## src/rtl/simd_pair_pkg.sv

```systemverilog
package simd_pair_pkg;

    typedef enum logic [2:0] {
        CLS_SCALAR = 3'd0,
        CLS_ANY    = 3'd1,
        CLS_MUL    = 3'd2,
        CLS_SHIFT  = 3'd3,
        CLS_F3D    = 3'd4
    } simd_cls_e;

    function automatic logic is_simd(input logic [2:0] c);
        return (c == CLS_ANY) || (c == CLS_MUL) || (c == CLS_SHIFT) || (c == CLS_F3D);
    endfunction

endpackage

```

## src/rtl/simd_pair_rules.sv

```systemverilog
module simd_pair_rules
    import simd_pair_pkg::*;
#(
    parameter int NREG = 8,
    parameter int PDW  = 4,
    parameter int DDW  = 12
) (
    input  logic [2:0]            held_cls,
    input  logic [NREG-1:0]       held_dst,
    input  logic [PDW-1:0]        held_pd,
    input  logic [2:0]            new_cls,
    input  logic [NREG-1:0]       new_src,
    input  logic [PDW-1:0]        new_pd,
    input  logic signed [DDW-1:0] dd,
    output logic                  ok
);
    logic signed [DDW-1:0] dsum;
    logic unit_clash;
    logic reg_clash;
    logic decode_late;

    always_comb begin
        dsum = dd + signed'(DDW'(held_pd)) + signed'(DDW'(new_pd));
        unit_clash = ((held_cls == CLS_MUL) && (new_cls == CLS_MUL)) ||
                     ((held_cls == CLS_SHIFT) && (new_cls == CLS_SHIFT));
        reg_clash = |(held_dst & new_src);
        decode_late = !(dsum[DDW-1] || (dsum == '0));
        ok = is_simd(new_cls) && !unit_clash && !reg_clash && !decode_late;
    end
endmodule

```

## src/rtl/simd_agi_detect.sv

```systemverilog
module simd_agi_detect #(
    parameter int NREG   = 8,
    parameter int SP_IDX = 4
) (
    input  logic [NREG-1:0] addr,
    input  logic            addr_sp_impl,
    input  logic [NREG-1:0] mods,
    input  logic            mod_sp_impl,
    output logic            stall
);
    always_comb begin
        stall = (|(addr & mods)) || (addr_sp_impl && mods[SP_IDX] && !mod_sp_impl);
    end
endmodule

```

## src/rtl/simd_issue_cost.sv

```systemverilog
module simd_issue_cost #(
    parameter int CW  = 6,
    parameter int PDW = 4,
    parameter int DDW = 12,
    parameter int OW  = 9
) (
    input  logic [CW-1:0]         cyc,
    input  logic                  stall,
    input  logic [PDW-1:0]        pd,
    input  logic signed [DDW-1:0] dd,
    output logic [OW-1:0]         charge,
    output logic signed [DDW-1:0] dd_next
);
    localparam logic signed [DDW-1:0] ONE = 1;

    logic signed [DDW-1:0] base;
    logic signed [DDW-1:0] extra;
    logic signed [DDW-1:0] extra_c;
    logic signed [DDW-1:0] total;

    always_comb begin
        base    = signed'(DDW'(cyc)) + signed'(DDW'(stall));
        extra   = dd + signed'(DDW'(pd));
        extra_c = extra[DDW-1] ? '0 : extra;
        total   = base + extra_c;
        charge  = OW'(total);
        dd_next = ONE - base;
    end
endmodule

```

## src/rtl/simd_pair_issue.sv

```systemverilog
module simd_pair_issue
    import simd_pair_pkg::*;
#(
    parameter int NREG   = 8,
    parameter int SP_IDX = 4,
    parameter int CW     = 6,
    parameter int PW     = 3,
    localparam int OW    = ((CW > PW) ? CW : PW) + 3
) (
    input  logic            clk,
    input  logic            rst_n,
    input  logic            blk_start,
    input  logic            blk_end,
    input  logic            in_valid,
    input  logic [2:0]      in_cls,
    input  logic [NREG-1:0] in_dst,
    input  logic [NREG-1:0] in_src,
    input  logic [NREG-1:0] in_addr,
    input  logic            in_addr_sp_impl,
    input  logic            in_dst_sp_impl,
    input  logic [CW-1:0]   in_cycles,
    input  logic [PW-1:0]   in_pfx,
    input  logic            in_esc,
    output logic            res_valid,
    output logic            res_paired,
    output logic [1:0]      res_issues,
    output logic [OW-1:0]   res_cycles,
    output logic [1:0]      res_stalls,
    output logic [NREG-1:0] mod_regs
);
    localparam int PDW = PW + 1;
    localparam int DDW = CW + PW + 3;
    localparam int NGRP = 2;

    typedef struct packed {
        logic                  slot_v;
        logic [2:0]            slot_cls;
        logic [NREG-1:0]       slot_dst;
        logic [NREG-1:0]       slot_addr;
        logic                  slot_asp;
        logic                  slot_dsp;
        logic [CW-1:0]         slot_cyc;
        logic [PDW-1:0]        slot_pd;
        logic signed [DDW-1:0] dd;
        logic [NREG-1:0]       mods;
        logic                  mod_spi;
        logic                  rv;
        logic                  rp;
        logic [1:0]            ri;
        logic [OW-1:0]         rc;
        logic [1:0]            rs;
    } st_t;

    st_t q, d;

    logic [PDW-1:0] in_pd;
    logic arrive, step, pair_ok, pair, b_park;
    logic [CW-1:0] cyc_max;

    logic                  g_act   [NGRP];
    logic [NREG-1:0]       g_addr  [NGRP];
    logic [NREG-1:0]       g_dst   [NGRP];
    logic [NREG-1:0]       g_mod   [NGRP];
    logic                  g_asp   [NGRP];
    logic                  g_dsp   [NGRP];
    logic                  g_spi   [NGRP];
    logic [CW-1:0]         g_cyc   [NGRP];
    logic [PDW-1:0]        g_pd    [NGRP];
    logic signed [DDW-1:0] g_dd    [NGRP];
    logic signed [DDW-1:0] g_ddn   [NGRP];
    logic [OW-1:0]         g_chg   [NGRP];
    logic                  g_stall [NGRP];

    assign in_pd   = PDW'(in_pfx) - PDW'(in_esc);
    assign arrive  = in_valid && !blk_start;
    assign step    = (in_valid || blk_end) && !blk_start;
    assign pair    = q.slot_v && arrive && pair_ok;
    assign b_park  = arrive && !pair && is_simd(in_cls) && !blk_end;
    assign cyc_max = (q.slot_cyc > in_cycles) ? q.slot_cyc : in_cycles;

    simd_pair_rules #(.NREG(NREG), .PDW(PDW), .DDW(DDW)) u_rules (
        .held_cls (q.slot_cls),
        .held_dst (q.slot_dst),
        .held_pd  (q.slot_pd),
        .new_cls  (in_cls),
        .new_src  (in_src),
        .new_pd   (in_pd),
        .dd       (q.dd),
        .ok       (pair_ok)
    );

    // Group 0: the held instruction, alone or joined by the arrival.
    assign g_act[0]  = q.slot_v && step;
    assign g_addr[0] = pair ? (q.slot_addr | in_addr) : q.slot_addr;
    assign g_dst[0]  = pair ? (q.slot_dst | in_dst) : q.slot_dst;
    assign g_asp[0]  = pair ? (q.slot_asp | in_addr_sp_impl) : q.slot_asp;
    assign g_dsp[0]  = pair ? (q.slot_dsp | in_dst_sp_impl) : q.slot_dsp;
    assign g_cyc[0]  = pair ? cyc_max : q.slot_cyc;
    assign g_pd[0]   = pair ? (q.slot_pd + in_pd) : q.slot_pd;
    assign g_mod[0]  = q.mods;
    assign g_spi[0]  = q.mod_spi;
    assign g_dd[0]   = q.dd;

    // Group 1: the arrival issued alone, after group 0 has updated state.
    assign g_act[1]  = arrive && !pair && !b_park;
    assign g_addr[1] = in_addr;
    assign g_dst[1]  = in_dst;
    assign g_asp[1]  = in_addr_sp_impl;
    assign g_dsp[1]  = in_dst_sp_impl;
    assign g_cyc[1]  = in_cycles;
    assign g_pd[1]   = in_pd;
    assign g_mod[1]  = g_act[0] ? g_dst[0] : q.mods;
    assign g_spi[1]  = g_act[0] ? g_dsp[0] : q.mod_spi;
    assign g_dd[1]   = g_act[0] ? g_ddn[0] : q.dd;

    for (genvar g = 0; g < NGRP; g++) begin : g_grp
        simd_agi_detect #(.NREG(NREG), .SP_IDX(SP_IDX)) u_agi (
            .addr         (g_addr[g]),
            .addr_sp_impl (g_asp[g]),
            .mods         (g_mod[g]),
            .mod_sp_impl  (g_spi[g]),
            .stall        (g_stall[g])
        );
        simd_issue_cost #(.CW(CW), .PDW(PDW), .DDW(DDW), .OW(OW)) u_cost (
            .cyc     (g_cyc[g]),
            .stall   (g_stall[g]),
            .pd      (g_pd[g]),
            .dd      (g_dd[g]),
            .charge  (g_chg[g]),
            .dd_next (g_ddn[g])
        );
    end

    always_comb begin
        d    = q;
        d.rv = step;
        d.rp = pair;
        d.ri = {1'b0, g_act[0]} + {1'b0, g_act[1]};
        d.rc = (g_act[0] ? g_chg[0] : '0) + (g_act[1] ? g_chg[1] : '0);
        d.rs = {1'b0, g_act[0] && g_stall[0]} + {1'b0, g_act[1] && g_stall[1]};
        if (g_act[1]) begin
            d.dd      = g_ddn[1];
            d.mods    = g_dst[1];
            d.mod_spi = g_dsp[1];
        end else if (g_act[0]) begin
            d.dd      = g_ddn[0];
            d.mods    = g_dst[0];
            d.mod_spi = g_dsp[0];
        end
        if (g_act[0]) begin
            d.slot_v = 1'b0;
        end
        if (b_park) begin
            d.slot_v    = 1'b1;
            d.slot_cls  = in_cls;
            d.slot_dst  = in_dst;
            d.slot_addr = in_addr;
            d.slot_asp  = in_addr_sp_impl;
            d.slot_dsp  = in_dst_sp_impl;
            d.slot_cyc  = in_cycles;
            d.slot_pd   = in_pd;
        end
        if (blk_start) begin
            d.slot_v  = 1'b0;
            d.dd      = '0;
            d.mods    = '0;
            d.mod_spi = 1'b0;
            d.rv      = 1'b0;
            d.rp      = 1'b0;
            d.ri      = '0;
            d.rc      = '0;
            d.rs      = '0;
        end
    end

    always_ff @(posedge clk or negedge rst_n) begin
        if (!rst_n) begin
            q <= '0;
        end else begin
            q <= d;
        end
    end

    assign res_valid  = q.rv;
    assign res_paired = q.rp;
    assign res_issues = q.ri;
    assign res_cycles = q.rc;
    assign res_stalls = q.rs;
    assign mod_regs   = q.mods;
endmodule

```

## config.mk

```make
export PLATFORM = sky130hd
export DESIGN_NAME = simd_pair_issue
export DESIGN_NICKNAME = d
export VERILOG_FILES = /design/src/rtl/simd_pair_pkg.sv /design/src/rtl/simd_pair_rules.sv /design/src/rtl/simd_agi_detect.sv /design/src/rtl/simd_issue_cost.sv /design/src/rtl/simd_pair_issue.sv
export SDC_FILE = /design/constraint.sdc
export NUM_CORES = 1
export LEC_CHECK = 0
export BUFFER_PORTS_ARGS = -buffer_cell sky130_fd_sc_hd__buf_2
export CELL_PAD_IN_SITES_DETAIL_PLACEMENT = 1
export CELL_PAD_IN_SITES_GLOBAL_PLACEMENT = 1
export CORE_MARGIN = 2
export CORE_UTILIZATION = 35
export CTS_CLUSTER_SIZE = 12
export DETAILED_ROUTE_END_ITERATION = 8
export PLACE_DENSITY_LB_ADDON = 0.1
export SLEW_MARGIN = 20
export SYNTH_ARGS = -nofsm -noshare
export SYNTH_HDL_FRONTEND = slang
export SYNTH_HIERARCHICAL = 1
export SYNTH_SLANG_ARGS = --single-unit
```

## constraint.sdc

```tcl
create_clock -name clk -period 21.6 [get_ports clk]
set_input_delay 3.24 -clock clk [delete_from_list [all_inputs] [get_ports clk]]
set_output_delay 3.24 -clock clk [all_outputs]
set_load 0.01 [all_outputs]
```

==> results.cfg, run 1 <==
[status]
outcome = completed

[placement]
place.gp.congestion = 0.8696
dp_slack_ns = 8.504
io_buffers = 66
dpl.hpwl_mm = 14.22
place_inst = 969

[sta]
setup_slack_ns = 8.817
drv_slew = 0
maxSlewHeadroom_pct = 28.37
tns_ns = 0
tightest_slew_ns = 1.075
grt_setup_unrepaired = false
final_hold_viol_count = 0
clock.fmax_mhz = 78.23
fin_skew_ns = 0.01118
finalSetupViolCount = 0
fin_crit_ns = 12.78
fin_crit_sh_pct = 59.18

[layout]
multi_input_area_mm2 = 0.004073
layout_common_cells = 109 x nand2_1, 68 x dfrtp_1, 66 x buf_2, 54 x ha_1, 52 x nor2_1
nFillCells = 2099
drive_above_1_share_pct = 18.18
areaGrowthSynthToFinish_pct = 9.714
final_core_util_pct = 39.32
nets = 864
seq_area_mm2 = 0.001702
final_common_cell = nand2_1
fin_cells = 985

[floorplan]
dieWidth_um = 137.3
io_pins = 67
rows = 48
die_height_um = 137.3
start_util_pct = 35.84
die_area_mm2 = 0.01886
coreArea_mm2 = 0.01736

[drt]
final_antenna_net_count = 0
post_drt_wl_per_cell_um = 18.43
firstDrtPassIters = 4
routed_wl_mm = 18.15
via_per_inst = 5.303
dr_total_vias = 5223
drt_iter0_drc = 250
drc_errors = 0

[hold_path]
min-delay-path-class = reg2reg
worstHoldEndpoint = q[66]$_DFFE_PN0P_
hold_depth = 2
min-delay-start = q[66]$_DFFE_PN0P_

[worst_setup_path]
crit_top_cell = ha_1
reg2reg_depth = 34
crit_fanout = 25
crit_path_start_kind = input port
reg2reg_to = res_cycles[8]$_DFF_PN0_
reg2reg_from = q[37]$_DFFE_PN0P_
r2r_setup_slack_ns = 11.96
slowest_delay_ns = 0.54
crit_start = in_pfx[0]
cp_data_arrival_time_ns = 13.01
endpoint_kind = flop
required_ns = 21.82
crit_type = in2reg
slowest_stage = fa_1

[synthesis]
ys_ff_latch = 68
synth_ff_type = dfrtp_1
async_reset_ff_share_pct = 100.0
netlist_instances = 722
synthDominantCellAreaShare_pct = 27.35
synth_area_leader_cell = dfrtp_1
syn_area_mm2 = 0.006221
yosys_warnings = 6
synth.avg_cell_area_um2 = 8.616
synth_area_leaders = dfrtp_1 27%, ha_1 11%, nand2_1 6.6%
synth_edf_count = 0
syn_nets = 831
synthDistinctLibCells = 59
ys_seq_area_share_pct = 27.35

[clock_network]
insertion_delay_ns = 0.34
path_clk_slew_ns = 0.06
root_buffer = clkbuf_16
cts.sinks = 68
cts_tree = yes
post_cts_buffers = 0
post_cts_resized = 0
cts.htree.levels = 3
cts_buffers = 9
cts.hold.buffers_added = 0
cts.path.max_buffers = 2

[global_routing]
antenna_found_initial = 1
use_met2_pct = 32.12
overflow = 0
gr-max-usage-layer = met2
grt_pass1_wl_mm = 29.72
grt_pass1_vias = 5604
gr-usage-met3_pct = 2.355
grt_use_total_pct = 20.27
grt_max_degree = 69
gr-usage-met1_pct = 28.73

[power]
power_density_mw_per_mm2 = 74.35
power.static_leakage_nw = 3.350
vdd_drop_max_mv = 0.03855
power_w = 0.0005075

[run]
drv_cap = 0
-- synth_stat cells (3+ instances only) --
master and n:
xnor2_1 24, dfrtp_1 68, o21bai_1 3, xor2_1 21, nand2b_1 4, or3_1 6, and2_1 20, fa_1 11
nor3b_1 3, and3_1 3, a21o_1 20, buf_2 14, nor2_1 52, a21oi_1 29, nand2_1 109, a211oi_1 14
o211ai_1 4, ha_1 54, a22o_1 9, o21a_1 11, a211o_1 7, clkbuf_1 5, inv_1 31, nor2b_1 13
a21oi_2 8, mux2_2 21, nand3_1 18, nor3_1 7, o21ai_0 39, nand4_1 9, a22oi_1 22, buf_4 29
-- cells by family (layout without fill, tap and decap cells) --
logic type | Yosys count | count (layout) | share of synthesized area (%)
and+or+nand+nor | 258 | 258 | 20.09
AOI/OAI and AO/OA | 183 | 183 | 20.80
buffers and inverters | 82 | 119 | 7.220
DFF | 68 | 68 | 27.35
adders and majority gates | 65 | 65 | 14.40
xor gates and xnor gates | 45 | 45 | 6.336
muxes | 21 | 21 | 3.801
other | 0 | 1 | 0
-- sequential cells by signal, indices dropped and copies added (netlist names) --
name,flops
res_stalls,2
res_paired,1
g_dd,12
q,32
res_issues,2
res_cycles,9
res_valid,1
mod_regs,8
g_spi,1
-- worst max-delay path: cells and delay by family --
kind | cells | cell delay, ns
AND/OR/NAND/NOR | 12 | 2.80
multiplexers | 3 | 1.10
buffers and inverters | 6 | 0.70
XOR/XNOR | 1 | 0.32
adder cells (fa/ha/maj) | 10 | 3.05
AO/OA/AOI/OAI | 7 | 1.80
-- layer usage --
layer | wire [um] | vias up
li1 | - | 2577
met2 | 8239 | 68
met4 | 313 | 0
met1 | 9187 | 2560
met5 | 0 | -
met3 | 410 | 18
-- how the worst max path moves through the flow --
| stage | slack, ns | end | cells after the start |
|---|---|---|---|
| final | 8.82 | res_cycles[8]$_DFF_PN0_ | 39 |
| after global routing | 8.34 | res_cycles[8]$_DFF_PN0_ | 43 |
| after CTS | 8.84 | res_cycles[8]$_DFF_PN0_ | 39 |
| after detailed placement | 8.50 | res_cycles[8]$_DFF_PN0_ | 39 |
| after global placement | 8.73 | res_cycles[8]$_DFF_PN0_ | 40 |
| after floorplan | 9.78 | res_cycles[8]$_DFF_PN0_ | 44 |
-- through the flow --
step	hold WS, ns	instance area (um2)
after CTS	0.4871	6823
after detailed placement	0.4690	6555
after floorplan	0.4369	6221
after global placement	0.4545	6555
final	0.4827	6825
after global routing	0.5115	6823
-- where the power goes --
| group | internal, W | switching (W) | total [W] |
|---|---|---|---|
| registers | 0.000145 | 0.0000185 | 0.000163 |
| logic | 0.0000836 | 0.000119 | 0.000203 |
| clock network | 0.0000772 | 0.0000645 | 0.000142 |
-- final cells by class --
cell class / count / share of cell area [%]
inverters: 31 / 1.705
well taps: 225 / 4.125
multi-input cells: 572 / 59.67
diodes: 1 / 0.03666
repair buffers: 73 / 5.610
clock buffers: 9 / 3.300
clock inverters: 6 / 0.6233
flip-flops and latches: 68 / 24.93
(Power assumes the default switching activity.)
==> run 2, diff against run 1 <==
--- a/config.mk
+++ b/config.mk
@@ -5,6 +5,7 @@
 export SDC_FILE = /design/constraint.sdc
 export NUM_CORES = 1
 export LEC_CHECK = 0
+export ABC_AREA = 1
 export BUFFER_PORTS_ARGS = -buffer_cell sky130_fd_sc_hd__buf_2
 export CELL_PAD_IN_SITES_DETAIL_PLACEMENT = 1
 export CELL_PAD_IN_SITES_GLOBAL_PLACEMENT = 1
==> constraint.sdc (replaced) <==
create_clock -name clk -period 12.94 [get_ports clk]
set_input_delay 1.941 -clock clk [delete_from_list [all_inputs] [get_ports clk]]
set_output_delay 1.941 -clock clk [all_outputs]
set_load 0.01 [all_outputs]
==> run 2 against run 1 <==
Against the previous run: synthesized cell count increased by 40%; critical path depth increased by 21; sequential cell count unchanged; cell area increased by 9.7%; sequential power increased by 66%; non-clock buffer count decreased by 6; power increased by 80%; global-route usage about the same; clock skew decreased by 0.0030 ns; wire length increased by 9.2%; count of clock-buffer cells in the layout unchanged; highest routed layer unchanged.
==> results.cfg, run 2 <==
[sta]
maxSlewHeadroom_pct = 36.32
drv_slew = 0
tightest_slew_ns = 0.9552
finalSetupViolCount = 0
grt_setup_unrepaired = false
tns_ns = 0
fin_crit_sh_pct = 82.47
whs_ns = 0.4805
clock.fmax_mhz = 93.71
fin_skew_ns = 0.008161
final_hold_viol_count = 0
fin_crit_ns = 10.67

[power]
vdd_drop_max_mv = 0.06685
p_comb_share_pct = 39.9
power.static_leakage_nw = 4.124
intPower_w = 0.0005486
clkPwrFrac_pct = 30.5
pwr-share-seq_pct = 29.6
power_density_mw_per_mm2 = 122.1
swShare_pct = 39.98
switching_power_w = 0.0003653

[floorplan]
start_util_pct = 35.53
dieWidth_um = 144.1
rows = 51
die_height_um = 144.1
coreArea_mm2 = 0.01933
die_area_mm2 = 0.02077
io_pins = 67

[worst_setup_path]
cp_data_arrival_time_ns = 10.91
required_ns = 13.18
crit_path_start_kind = input port
crit_top_cell = nand2_1
crit_type = in2reg
slowest_delay_ns = 0.54
crit_fanout = 24
slowest_stage = fa_1
endpoint_kind = flop

[synthesis]
yosys_warnings = 6
synth_top_family_by_area = simple AND/OR/NAND/NOR gates
synth.most_common_cell = nand2_1
async_reset_ff_share_pct = 100.0
syn_area_mm2 = 0.006870
synth_compound_area_share_pct = 14.75
syn_nets = 1117
synth.avg_cell_area_um2 = 6.816
synth_ff_type = dfrtp_1
yosys-mux-area-fraction_pct = 0
synthAdderAreaFrac_pct = 13.04
ys_ff_latch = 68
synthDistinctLibCells = 38
synth_common_cells = 247 x nand2_1, 176 x inv_1, 80 x o21ai_0
yosys.area_share.simple_pct = 27.12
synth_area_leaders = dfrtp_1 25%, nand2_1 13%, ha_1 9.8%
synth_edf_count = 0
netlist_instances = 1008
ys_seq_area_share_pct = 24.77
synthDominantCellAreaShare_pct = 24.77
synth_xor_area_share_pct = 4.680
synth_area_leader_cell = dfrtp_1

[drt]
final_antenna_net_count = 0
routed_wl_mm = 19.82
post_drt_wl_per_cell_um = 15.21
firstDrtPassIters = 4
drc_errors = 0
drt_iter0_drc = 201
dr_total_vias = 6206
via_per_inst = 4.763

[clock_network]
cts.htree.levels = 3
root_buffer = clkbuf_16
insertion_delay_ns = 0.35
cts.hold.buffers_added = 0
post_cts_buffers = 0
cts.path.max_buffers = 2
cts_buffers = 9
post_cts_resized = 0
cts.sinks = 68
cts_tree = yes
path_clk_slew_ns = 0.07

[global_routing]
grt_pass1_vias = 6303
grt_max_degree = 69
overflow = 0
antenna_found_initial = 0
grt_use_total_pct = 20.27
grt_pass1_wl_mm = 32.47

[layout]
largest_reg_flops = 32
regMostFlops = q
final_common_cell = nand2_1
areaGrowthSynthToFinish_pct = 8.978
layout_common_cells = 247 x nand2_1, 176 x inv_1, 80 x o21ai_0, 72 x nor2_1, 68 x dfrtp_1
diodes = 0
drive_above_1_share_pct = 13.49
nets = 1142

[placement]
place.gp.congestion = 0.8371
dpl.hpwl_mm = 15.70
io_buffers = 66

[status]
outcome = completed

[hold_path]
min-delay-path-class = reg2reg

[run]
drv_cap = 0
## run 2: cell types whose count changed after synthesis, sizes merged, moves of 14 or more
| cell | previous run | this run |
|---|---|---|
| nor2 | 54 | 83 |
| a21o | 21 | 1 |
| and2 | 20 | 1 |
| o21ai | 40 | 119 |
| nand2 | 110 | 263 |
| o21bai | 3 | 20 |
| inv | 31 | 184 |
| a211oi | 14 | 0 |
| a22oi | 22 | 0 |
| nand3 | 18 | 59 |
| nor2b | 15 | 0 |
| mux2 | 21 | 0 |
## run 2: final cells by class
cell class | instances | area, um2
clock buffer | 9 | 225.2
multi-input combinational | 703 | 4094
timing repair buffer | 67 | 340.3
fill | 2503 | 11850
inverter | 184 | 695.7
sequential | 68 | 1702
clock inverter | 7 | 98.84
tap | 265 | 331.6
## run 2: path summary, 6_finish.rpt
check	from	cells past startpoint	slack, ns	endpoint
max in group asynchronous	rst_n	1	10.59	res_issues[1]$_DFF_PN0_
min	q[51]$_DFFE_PN0P_	2	0.48	q[51]$_DFFE_PN0P_
max reg2reg	q[37]$_DFFE_PN0P_	55	4.13	res_cycles[8]$_DFF_PN0_
max	in_pfx[0]	60	2.27	res_cycles[8]$_DFF_PN0_
min reg2reg	q[51]$_DFFE_PN0P_	2	0.48	q[51]$_DFFE_PN0P_
min in group asynchronous	rst_n	1	1.73	q[49]$_DFFE_PN0P_
## run 2: cell families after synthesis
kind of cell,count (synthesis)
simple gates,420
fa+ha+maj,65
flops,68
xor+xnor,35
buf+inv,237
compound gates,183
## run 2: critical path, delay by kind of cell
kind                       cells  cell delay (ns)
buffers and inverters         12             1.17
AOI/OAI and AO/OA              6             1.34
xor gates and xnor gates       3             0.60
adders and majority gates     10             2.94
and+or+nand+nor               29             2.90
## run 2: power by group through the flow
stage	Combinational [W]	Sequential [W]	Clock [W]
after floorplan	0.000275	0.000263	0
after global placement	0.000363	0.000275	0
after detailed placement	0.000366	0.000275	0
after CTS	0.000369	0.000271	0.000288
after global routing	0.000419	0.000275	0.000296
final	0.000364	0.000271	0.000279
## run 2: layer usage
metal / vias up / wire, um / track usage, %
met1: 2916 / 10180 / 28.17
met2: 84 / 8887 / 33.71
met3: 11 / 608 / 2.715
met4: 0 / 146 / 4.231
li1: 3195 / - / -
met5: - / 0 / 0
## run 2: through the flow
| stage | setup slack (ns) | power [W] | util [%] | cell area, um2 | instances |
|---|---|---|---|---|---|
| 2_1_floorplan | 3.439 | 0.0005387 | - | 6870 | 1008 |
| 3_3_place_gp | 1.973 | 0.0006371 | 37.05 | 7163 | 1287 |
| 3_5_place_dp | 1.824 | 0.0006408 | 37.05 | 7163 | 1287 |
| 4_1_cts | 2.158 | 0.0009274 | 38.72 | 7487 | 1303 |
| 5_1_grt | 1.231 | 0.0009911 | 38.72 | 7487 | 1303 |
| 6_report | 2.268 | 0.0009139 | 38.72 | 7487 | 1303 |
==> run 3, diff against run 2 <==
==> constraint.sdc (replaced) <==
create_clock -name clk -period 9.32 [get_ports clk]
set_input_delay 1.398 -clock clk [delete_from_list [all_inputs] [get_ports clk]]
set_output_delay 1.398 -clock clk [all_outputs]
set_load 0.01 [all_outputs]
==> run 3 against run 2 <==
Against the previous run: utilization grew 1.8 points; sequential power grew 39%; clock skew grew 0.00081 ns; critical path type unchanged; sequential share of layout area shrank 1.0 points; first-iteration DRC count shrank 15%; hold slack gained 0.0059 ns; largest cell class unchanged.
==> results.cfg, run 3 (synthesized netlist as in run 2, its figures left out) <==
[worst_setup_path]
crit_fanout = 13
slowest_delay_ns = 0.52
crit_path_start_kind = input port
crit_type = in2reg
path_buf_inv = 12
crit_family = adder cells
slowest_stage = fa_2
required_ns = 9.54
endpoint_kind = flop
cp_data_arrival_time_ns = 8.95
crit_top_cell = inv_1

[drt]
via_per_inst = 4.663
drt_iter0_drc = 171
final_antenna_net_count = 0
drc_errors = 0
dr_total_vias = 6225
routed_wl_mm = 20.03
firstDrtPassIters = 4
post_drt_wl_per_cell_um = 15.00

[clock_network]
cts_tree = yes
insertion_delay_ns = 0.34
cts.htree.levels = 3
cts.sinks = 68
cts_buffers = 9
cts.hold.buffers_added = 0
path_clk_slew_ns = 0.06
root_buffer = clkbuf_16
cts.path.max_buffers = 2

[global_routing]
antenna_found_initial = 0
grt_max_degree = 69
grt_pass1_wl_mm = 32.44
grt_use_total_pct = 20.17
grt_pass1_vias = 6335
overflow = 0

[layout]
regMostFlops = q
areaGrowthSynthToFinish_pct = 14.17
drive_above_1_share_pct = 18.13
nets = 1175
layout_common_cells = 246 x nand2_1, 175 x inv_1, 73 x o21ai_0, 71 x nor2_1, 68 x dfrtp_1
final_common_cell = nand2_1
nFillCells = 2513
largest_reg_flops = 32
diodes = 0

[sta]
maxSlewHeadroom_pct = 37.12
drv_slew = 0
clock.fmax_mhz = 114.5
tightest_slew_ns = 0.9432
finalSetupViolCount = 0
final_hold_viol_count = 0
fin_crit_sh_pct = 93.69
tns_ns = 0
fin_skew_ns = 0.008970
fin_crit_ns = 8.732

[placement]
io_buffers = 66
place.gp.congestion = 0.8683
dpl.hpwl_mm = 15.93

[floorplan]
rows = 51
die_height_um = 144.1
die_area_mm2 = 0.02077
io_pins = 67
dieWidth_um = 144.1
coreArea_mm2 = 0.01933
start_util_pct = 35.53

[power]
power_density_mw_per_mm2 = 162.0
intPower_w = 0.0007649
p_comb_share_pct = 42.1
vdd_drop_max_mv = 0.08940
pwr-share-seq_pct = 29.7
power_w = 0.001271
switching_power_w = 0.0005056
clkPwrFrac_pct = 28.2
swShare_pct = 39.80
power.static_leakage_nw = 4.288

[hold_path]
min-delay-path-class = reg2reg

[run]
drv_cap = 0

[status]
outcome = completed
-- run 3: cell type report --
class / instances / area [um2] / area share, %
clock buffers: 10 / 239.0 / 3.047
clock inverters: 5 / 62.56 / 0.7976
inverters: 184 / 695.7 / 8.869
multi-input cells: 703 / 4225 / 53.87
flip-flops and latches: 68 / 1702 / 21.69
well taps: 265 / 331.6 / 4.227
repair buffers: 100 / 588.1 / 7.497
-- run 3: power by group through the flow --
stage,clock [W],sequential [W],combinational (W)
floorplan,0,0.000366,0.000382
global placement,0,0.000383,0.000516
detailed placement,0,0.000383,0.000521
CTS,0.000370,0.000378,0.000525
global route,0.000378,0.000384,0.000617
finish,0.000358,0.000377,0.000535
-- run 3: worst paths after layout --
kind / slack, ns / cells past startpoint / to / from
worst max register to register: 1.75 / 48 / res_cycles[7]$_DFF_PN0_ / q[37]$_DFFE_PN0P_
worst min-delay path: 0.49 / 2 / q[46]$_DFFE_PN0P_ / q[46]$_DFFE_PN0P_
worst min register to register: 0.49 / 2 / q[46]$_DFFE_PN0P_ / q[46]$_DFFE_PN0P_
worst max-delay path: 0.59 / 53 / res_cycles[7]$_DFF_PN0_ / in_pfx[0]
min in group asynchronous: 1.18 / 1 / q[59]$_DFFE_PN0P_ / rst_n
max in group asynchronous: 7.50 / 1 / g_dd[16]$_DFFE_PN0P_ / rst_n
-- run 3: worst min-delay path, cell delays in order, from the launching register on --
cell and delay, ns:
dfrtp_1 0.34, nand2_1 0.05, o21ai_0 0.06
-- run 3: metrics by stage --
stage               cell area (um2)  hold slack (ns)  cells  utilization, %  setup slack, ns
floorplan                      6870           0.4474   1008               -           0.3621
global placement               7373           0.4670   1315           38.14          0.01039
detailed placement             7373           0.4747   1315           38.14          -0.2510
CTS                            7675           0.4882   1330           39.69          0.07775
global route                   7844           0.5252   1335           40.57         -0.03101
finish                         7844           0.4864   1335           40.57           0.5877
-- run 3: routing by layer --
layer  GRT usage [%]  wire, um  share of wire, %
met1           27.14      9877                49
met2           34.81      9374                47
met3           2.219       559               2.8
met4           4.541       217               1.1
met5               0         0                 0
-- run 3: what timing repair did --
action	in CTS	in global routing
buffers inserted	0	5
endpoints found under the setup margin	0	7
gates resized for setup	0	34
